$ cat src/rtl/dot3_pkg.sv
package dot3_pkg;
    localparam int OPERAND_W = 8;
    localparam int ACC_W     = 18;
    localparam int LANES     = 3;
endpackage

$ cat src/rtl/dot3_skew.sv
module dot3_skew #(
    parameter int W     = 16,
    parameter int DEPTH = 1
) (
    input  logic         clk,
    input  logic         rst_n,
    input  logic [W-1:0] din,
    output logic [W-1:0] dout
);
    generate
        if (DEPTH == 0) begin : g_pass
            assign dout = din;
        end else begin : g_regs
            logic [DEPTH-1:0][W-1:0] sh_d, sh_q;

            always_comb begin
                sh_d[0] = din;
                for (int k = 1; k < DEPTH; k++) begin
                    sh_d[k] = sh_q[k-1];
                end
            end

            always_ff @(posedge clk or negedge rst_n) begin
                if (!rst_n) sh_q <= '0;
                else        sh_q <= sh_d;
            end

            assign dout = sh_q[DEPTH-1];
        end
    endgenerate
endmodule

$ cat src/rtl/dot3_vpipe.sv
module dot3_vpipe #(
    parameter int DEPTH = 4
) (
    input  logic clk,
    input  logic rst_n,
    input  logic vin,
    output logic vout
);
    logic [DEPTH-1:0] vld_d, vld_q;

    always_comb begin
        vld_d[0] = vin;
        for (int k = 1; k < DEPTH; k++) begin
            vld_d[k] = vld_q[k-1];
        end
    end

    always_ff @(posedge clk or negedge rst_n) begin
        if (!rst_n) vld_q <= '0;
        else        vld_q <= vld_d;
    end

    assign vout = vld_q[DEPTH-1];

    // the first stage follows the accepted valid by one clock
    a_r3_entry_set: assert property (@(posedge clk) disable iff (!rst_n)
        vin |=> vld_q[0]);
    a_r3_entry_clear: assert property (@(posedge clk) disable iff (!rst_n)
        !vin |=> !vld_q[0]);

    generate
        for (genvar s = 0; s < DEPTH-1; s++) begin : g_chk
            // each stage hands its flag on unchanged
            a_r3_stage_move: assert property (@(posedge clk) disable iff (!rst_n)
                vld_q[s] |=> vld_q[s+1]);
            a_r3_stage_idle: assert property (@(posedge clk) disable iff (!rst_n)
                !vld_q[s] |=> !vld_q[s+1]);
        end
    endgenerate
endmodule

$ cat src/rtl/dot3_pe.sv
module dot3_pe #(
    parameter int OP_W  = 8,
    parameter int SUM_W = 18,
    parameter int SKEW  = 0
) (
    input  logic             clk,
    input  logic             rst_n,
    input  logic [OP_W-1:0]  a_in,
    input  logic [OP_W-1:0]  b_in,
    input  logic [SUM_W-1:0] sum_in,
    output logic [SUM_W-1:0] sum_out
);
    localparam int PROD_W = 2 * OP_W;
    localparam int EXT_W  = SUM_W - PROD_W;

    typedef struct packed {
        logic signed [PROD_W-1:0] prod;
        logic        [SUM_W-1:0]  acc;
    } pe_state_t;

    pe_state_t st_d, st_q;
    logic [PROD_W-1:0] pair_late;
    logic [OP_W-1:0]   mul_a, mul_b;

    dot3_skew #(.W(PROD_W), .DEPTH(SKEW)) u_skew (
        .clk  (clk),
        .rst_n(rst_n),
        .din  ({a_in, b_in}),
        .dout (pair_late)
    );

    assign mul_a = pair_late[PROD_W-1:OP_W];
    assign mul_b = pair_late[OP_W-1:0];

    always_comb begin
        st_d      = st_q;
        st_d.prod = $signed(mul_a) * $signed(mul_b);
        st_d.acc  = sum_in + {{EXT_W{st_q.prod[PROD_W-1]}}, st_q.prod};
    end

    always_ff @(posedge clk or negedge rst_n) begin
        if (!rst_n) st_q <= '0;
        else        st_q <= st_d;
    end

    assign sum_out = st_q.acc;

    // a zero operand leaves a zero product in the middle register
    a_r5_zero_product: assert property (@(posedge clk) disable iff (!rst_n)
        ($past(mul_a) == '0 || $past(mul_b) == '0) |-> st_q.prod == '0);
endmodule

$ cat src/rtl/dot3_chain.sv
module dot3_chain
    import dot3_pkg::*;
#(
    parameter int OP_W  = OPERAND_W,
    parameter int SUM_W = ACC_W,
    parameter int N_PE  = LANES
) (
    input  logic                   clk,
    input  logic                   rst_n,
    input  logic                   in_valid,
    input  logic [SUM_W-1:0]       c_in,
    input  logic [N_PE*OP_W-1:0]   op_a,
    input  logic [N_PE*OP_W-1:0]   op_b,
    output logic                   out_valid,
    output logic [SUM_W-1:0]       out_sum
);
    localparam int LAT = N_PE + 1;

    logic [N_PE:0][SUM_W-1:0] chain;

    // partial sum waits one clock so it meets the first product
    dot3_skew #(.W(SUM_W), .DEPTH(1)) u_cin_dly (
        .clk  (clk),
        .rst_n(rst_n),
        .din  (c_in),
        .dout (chain[0])
    );

    generate
        for (genvar p = 0; p < N_PE; p++) begin : g_pe
            dot3_pe #(.OP_W(OP_W), .SUM_W(SUM_W), .SKEW(p)) u_pe (
                .clk    (clk),
                .rst_n  (rst_n),
                .a_in   (op_a[p*OP_W +: OP_W]),
                .b_in   (op_b[p*OP_W +: OP_W]),
                .sum_in (chain[p]),
                .sum_out(chain[p+1])
            );
        end
    endgenerate

    dot3_vpipe #(.DEPTH(LAT)) u_vpipe (
        .clk  (clk),
        .rst_n(rst_n),
        .vin  (in_valid),
        .vout (out_valid)
    );

    assign out_sum = chain[N_PE];

    // ---------------- checking logic ----------------
    logic [SUM_W-1:0]          ref_now;
    logic [LAT-1:0][SUM_W-1:0] ref_q;

    always_comb begin
        ref_now = c_in;
        for (int p = 0; p < N_PE; p++) begin
            ref_now = ref_now + SUM_W'($signed(op_a[p*OP_W +: OP_W]) *
                                       $signed(op_b[p*OP_W +: OP_W]));
        end
    end

    always_ff @(posedge clk or negedge rst_n) begin
        if (!rst_n) ref_q <= '0;
        else        ref_q <= {ref_q[LAT-2:0], ref_now};
    end

    // nothing is flagged right after reset is released
    a_r1_quiet_after_reset: assert property (@(posedge clk) disable iff (!rst_n)
        $rose(rst_n) |-> !out_valid);

    // a flagged result matches the sample accepted LAT clocks before
    a_r2_sum_match: assert property (@(posedge clk) disable iff (!rst_n)
        out_valid |-> out_sum == ref_q[LAT-1]);
endmodule

$ cat config.mk
export PLATFORM = sky130hd
export DESIGN_NAME = dot3_chain
export DESIGN_NICKNAME = d
export VERILOG_FILES = /design/src/rtl/dot3_pkg.sv /design/src/rtl/dot3_skew.sv /design/src/rtl/dot3_vpipe.sv /design/src/rtl/dot3_pe.sv /design/src/rtl/dot3_chain.sv
export SDC_FILE = /design/constraint.sdc
export NUM_CORES = 1
export LEC_CHECK = 0
export ABC_AREA = 1
export BUFFER_PORTS_ARGS = -buffer_cell sky130_fd_sc_hd__buf_4
export CORE_UTILIZATION = 50
export CTS_CLUSTER_SIZE = 24
export DETAILED_ROUTE_END_ITERATION = 10
export HOLD_SLACK_MARGIN = 0.12
export PLACE_DENSITY = 0.65
export SLEW_MARGIN = 20
export SYNTH_ARGS = -nofsm -noshare
export SYNTH_HDL_FRONTEND = slang
export SYNTH_SLANG_ARGS = --single-unit
export TNS_END_PERCENT = 50
$ cat constraint.sdc
create_clock -name clk -period 5.5 [get_ports clk]
set_clock_uncertainty 0.05 [all_clocks]
set_input_delay 1.1 -clock clk [delete_from_list [all_inputs] [get_ports clk]]
set_output_delay 1.1 -clock clk [all_outputs]
set_load 0.05 [all_outputs]
==> results by group <==
CTS
  • Clock sink total: 172
  • Clock tree from TritonCTS: built
  • Number of hold buffers added after CTS: 0
  • Deepest clock path buffer count: 2
  • TritonCTS Buffers: 17
  • Post_cts resized: 0
  • Count of buffers added by post-CTS timing repair for setup: 0
  • Htree depth: 4
  • Post-CTS clock slew at the launch and capture registers of the worst setup and hold paths: 0.07 ns
  • Clock latency of the later-clocked register in the worst-skew pair: 0.45 ns
  • CTS Root Cell: sky130_fd_sc_hd__clkbuf_16

Drt
  • Average vias per placed instance: 4.70
  • Total detailed-routing wirelength: 29.9 mm
  • DRC violation total after the first TritonRoute iteration: 432
  • Post-route ant nets: 0
  • First-pass DRT Iterations: 5
  • Total via count after detailed routing: 11300
  • # DRC: 0
  • Routed wire per std cell: 12.5 um

Yosys
  • Asr flop ratio synth: 100%
  • Synthesized area per cell: 8.06 sq um
  • Count of cell types in the netlist: 31
  • Count of warnings emitted by yosys: 0
  • Net count after synthesis: 2318
  • Fraction of post-synthesis cell area in the top cell type by area: 27.5%
  • Dominant cell type by area after synthesis: sky130_fd_sc_hd__dfrtp_1
  • Cell area after technology mapping: 0.0157 sq mm
  • Proportion of synthesized chip area in sequential cells: 27.5%
  • Commonest register cell after synthesis: sky130_fd_sc_hd__dfrtp_1
  • Flip-flop and latch count after synthesis: 172
  • Number of synthesized flops with an enable pin: 0
  • Number of standard cells after synthesis: 1943
  • Leading cell types by count after synthesis: sky130_fd_sc_hd__inv_1, sky130_fd_sc_hd__nand2_1, sky130_fd_sc_hd__dfrtp_1
  • Top post-synthesis cells by area: sky130_fd_sc_hd__dfrtp_1, sky130_fd_sc_hd__fa_1, sky130_fd_sc_hd__inv_1, sky130_fd_sc_hd__nand2_1, sky130_fd_sc_hd__ha_1
  • Count leader, synth: sky130_fd_sc_hd__inv_1

Place
  • Placed cell area: 0.0165 sq mm
  • Placed wire-length estimate after detailed placement: 25.1 mm
  • Weighted congestion at the end of routability-driven global placement: 0.885
  • Port Buffer Count: 87
  • Post-Place Worst Slack: 0.653 ns

Pwr
  • Sw Pwr: 4480 uW
  • Power per Cell Area: 530 mW/mm^2
  • Combinational Power Share: 65.1%
  • Relative contribution of the clock network to total power: 14.0%
  • Cell internal power dissipation: 4610 uW
  • Static leakage: 0.0102 uW
  • Worst IR Drop VDD: 0.287 mV
  • Switching power share of the total: 49.3%
  • Part of the total power dissipated in sequential elements: 20.9%

Layout
  • Number of nets in the layout: 2362
  • Area Overhead vs Synth: 9.55%
  • Fraction of layout cells with a size suffix above 1: 7.25%
  • Filler cells: 2827
  • Final cell area excluding filler cells: 0.0172 sq mm
  • Antenna diode count: 0

Die
  • Area of the die: 0.0320 sq mm
  • Height of the die: 179 um
  • Initial Utilization: 51.1%
  • Top Ports: 88
  • Core Box Area: 0.0307 sq mm
  • Number of placement rows: 64
  • Width of the die: 179 um

Global route
  • Global-route usage over all layers: 20.3%
  • Aggregate global routing overflow: 0
  • Initial antenna violation count: 0
  • First-pass GRT wire length: 51.4 mm
  • Number of global-route vias before repair: 11200
  • Pin count of the biggest net entering global routing: 98

Worst setup path
  • Type of element launching the critical path: input pin
  • Top Family by Delay on Critical Path: adder cells
  • Library cell contributing the largest single delay on the critical path: sky130_fd_sc_hd__fa_1
  • Critical setup path kind: in -> reg
  • Nature of the critical path endpoint: register
  • Critical-path cell list: buf_4 > inv_1 > or2_2 > fa_1 > fa_1 > inv_1 > fa_1 > inv_1 > fa_1 > inv_1 > ha_1 > a21oi_1 > o21ai_0 > nand2_1 > nand4_1 > nand2_1
  • Maximum fanout along the worst path: 8
  • Crit path arrival time: 4.69 ns
  • Buffers and inverters on the worst path: 5
  • Largest stage delay, worst path: 0.50 ns
  • Worst endpoint required time: 5.79 ns

STA
  • Setup slack of the critical path after layout: 1.11 ns
  • Peak clock frequency supported by timing: 0.228 GHz
  • Crit path time final: 4.39 ns
  • Hold Vio Cnt, Final: 0
  • Share of the clock period used by the worst path after layout: 79.9%
  • Slew @ Worst Pin: 0.718 ns
  • RSZ-0062 raised after global routing: false
  • Setup Viol. Count Final: 0
  • Max-slew violations: 0
  • Sum of negative setup slack: 0 ns
  • Slew headroom: 52.1%

Job
  • Number of max-cap violations: 0

Hold path
  • Hold Path Class: reg -> reg

Outcome
  • Outcome: complete, no violations
[layout by cell type (no fill, tap or decap), drive strengths merged, types with 5 or more instances in the layout]
cell / count
nand2: 521
buf: 88
or2: 5
nand4: 8
o21bai: 12
dfrtp: 172
xor2: 33
ha: 138
nand3: 71
xnor2: 24
nor2: 90
fa: 168
inv: 528
nor3: 7
clkbuf: 17
o21ai: 33
a21oi: 61
clkinv: 6
[registers in the layout, indices dropped and copies added (netlist names)]
name,cells
u_cin_dly.dout,18
g_pe.u_pe.st_q,48
g_pe.u_pe.sum_out,54
g_pe.u_pe.u_skew.g_regs.sh_d,16
u_vpipe.vld_q,4
g_pe.u_pe.u_skew.dout,32
[layout make-up]
type / instances / area, sq um / area share, %
Clock buffer: 17 / 425 / 2.48
Clock inverter: 15 / 201 / 1.17
Inverter: 521 / 1960 / 11.4
Multi-Input combinational cell: 1187 / 9090 / 53.0
Sequential cell: 172 / 4300 / 25.1
Tap cell: 396 / 495 / 2.89
Timing Repair Buffer: 88 / 677 / 3.95
[layer usage]
layer	GRT usage (%)	up-vias	routed length (um)
met4	5.65	0	450
met3	3.31	28	1040
met5	0	-	0
met2	35.6	210	15100
li1	-	5736	-
met1	25.8	5288	13400
[through the flow]
stage	cells	utilization [%]	hold WS (ns)	total power [uW]
4_1_cts	2396	55.9	0.300	9190
6_report	2396	55.9	0.300	9090
2_1_floorplan	1943	-	0.281	6600
5_1_grt	2396	55.9	0.303	10200
3_5_place_dp	2364	53.9	0.285	7860
3_3_place_gp	2364	53.9	0.282	7760
[worst register-to-register path: cells and delay by family (launching register included)]
kind,cells,cell delay (ns)
flip-flops,1,0.54
buffers and inverters,4,0.27
AO/OA/AOI/OAI,1,0.11
adder cells (fa/ha/maj),5,2.57
AND/OR/NAND/NOR,6,0.65
[final timing paths]
| check | end | startpoint | cells after the start | slack, ns |
|---|---|---|---|---|
| min in group asynchronous | g_pe[2].u_pe.sum_out[11] | rst_n | 1 | 0.60 |
| worst max register to register | g_pe[1].u_pe.st_q[33] | g_pe[1].u_pe.u_skew.dout[2] | 16 | 1.21 |
| worst max-delay path | g_pe[0].u_pe.st_q[32] | op_b[7] | 16 | 1.11 |
| worst min-delay path | u_vpipe.vld_q[2] | u_vpipe.vld_q[1] | 0 | 0.30 |
| max in group asynchronous | u_cin_dly.dout[1] | rst_n | 2 | 3.86 |
| worst min register to register | u_vpipe.vld_q[2] | u_vpipe.vld_q[1] | 0 | 0.30 |
[power by group through the flow]
stage                     Clock (uW)  Sequential (uW)  Combinational [uW]
final                           1270             1900                5920
after CTS                       1300             1910                5970
after detailed placement           0             1940                5920
after global placement             0             1940                5830
after floorplan                    0             1820                4770
after global routing            1350             1950                6860
[kinds of logic (layout without fill, tap and decap cells)]
kind of cell,Yosys count,count (layout),share of synthesized area [%]
and+or+nand+nor,713,713,18.4
AOI/OAI and AO/OA,111,111,3.94
xor gates and xnor gates,57,57,3.19
adders and majority gates,306,306,32.5
buffers and inverters,584,641,14.4
DFF,172,172,27.5
Note: power is estimated with default switching activity, not from simulation.
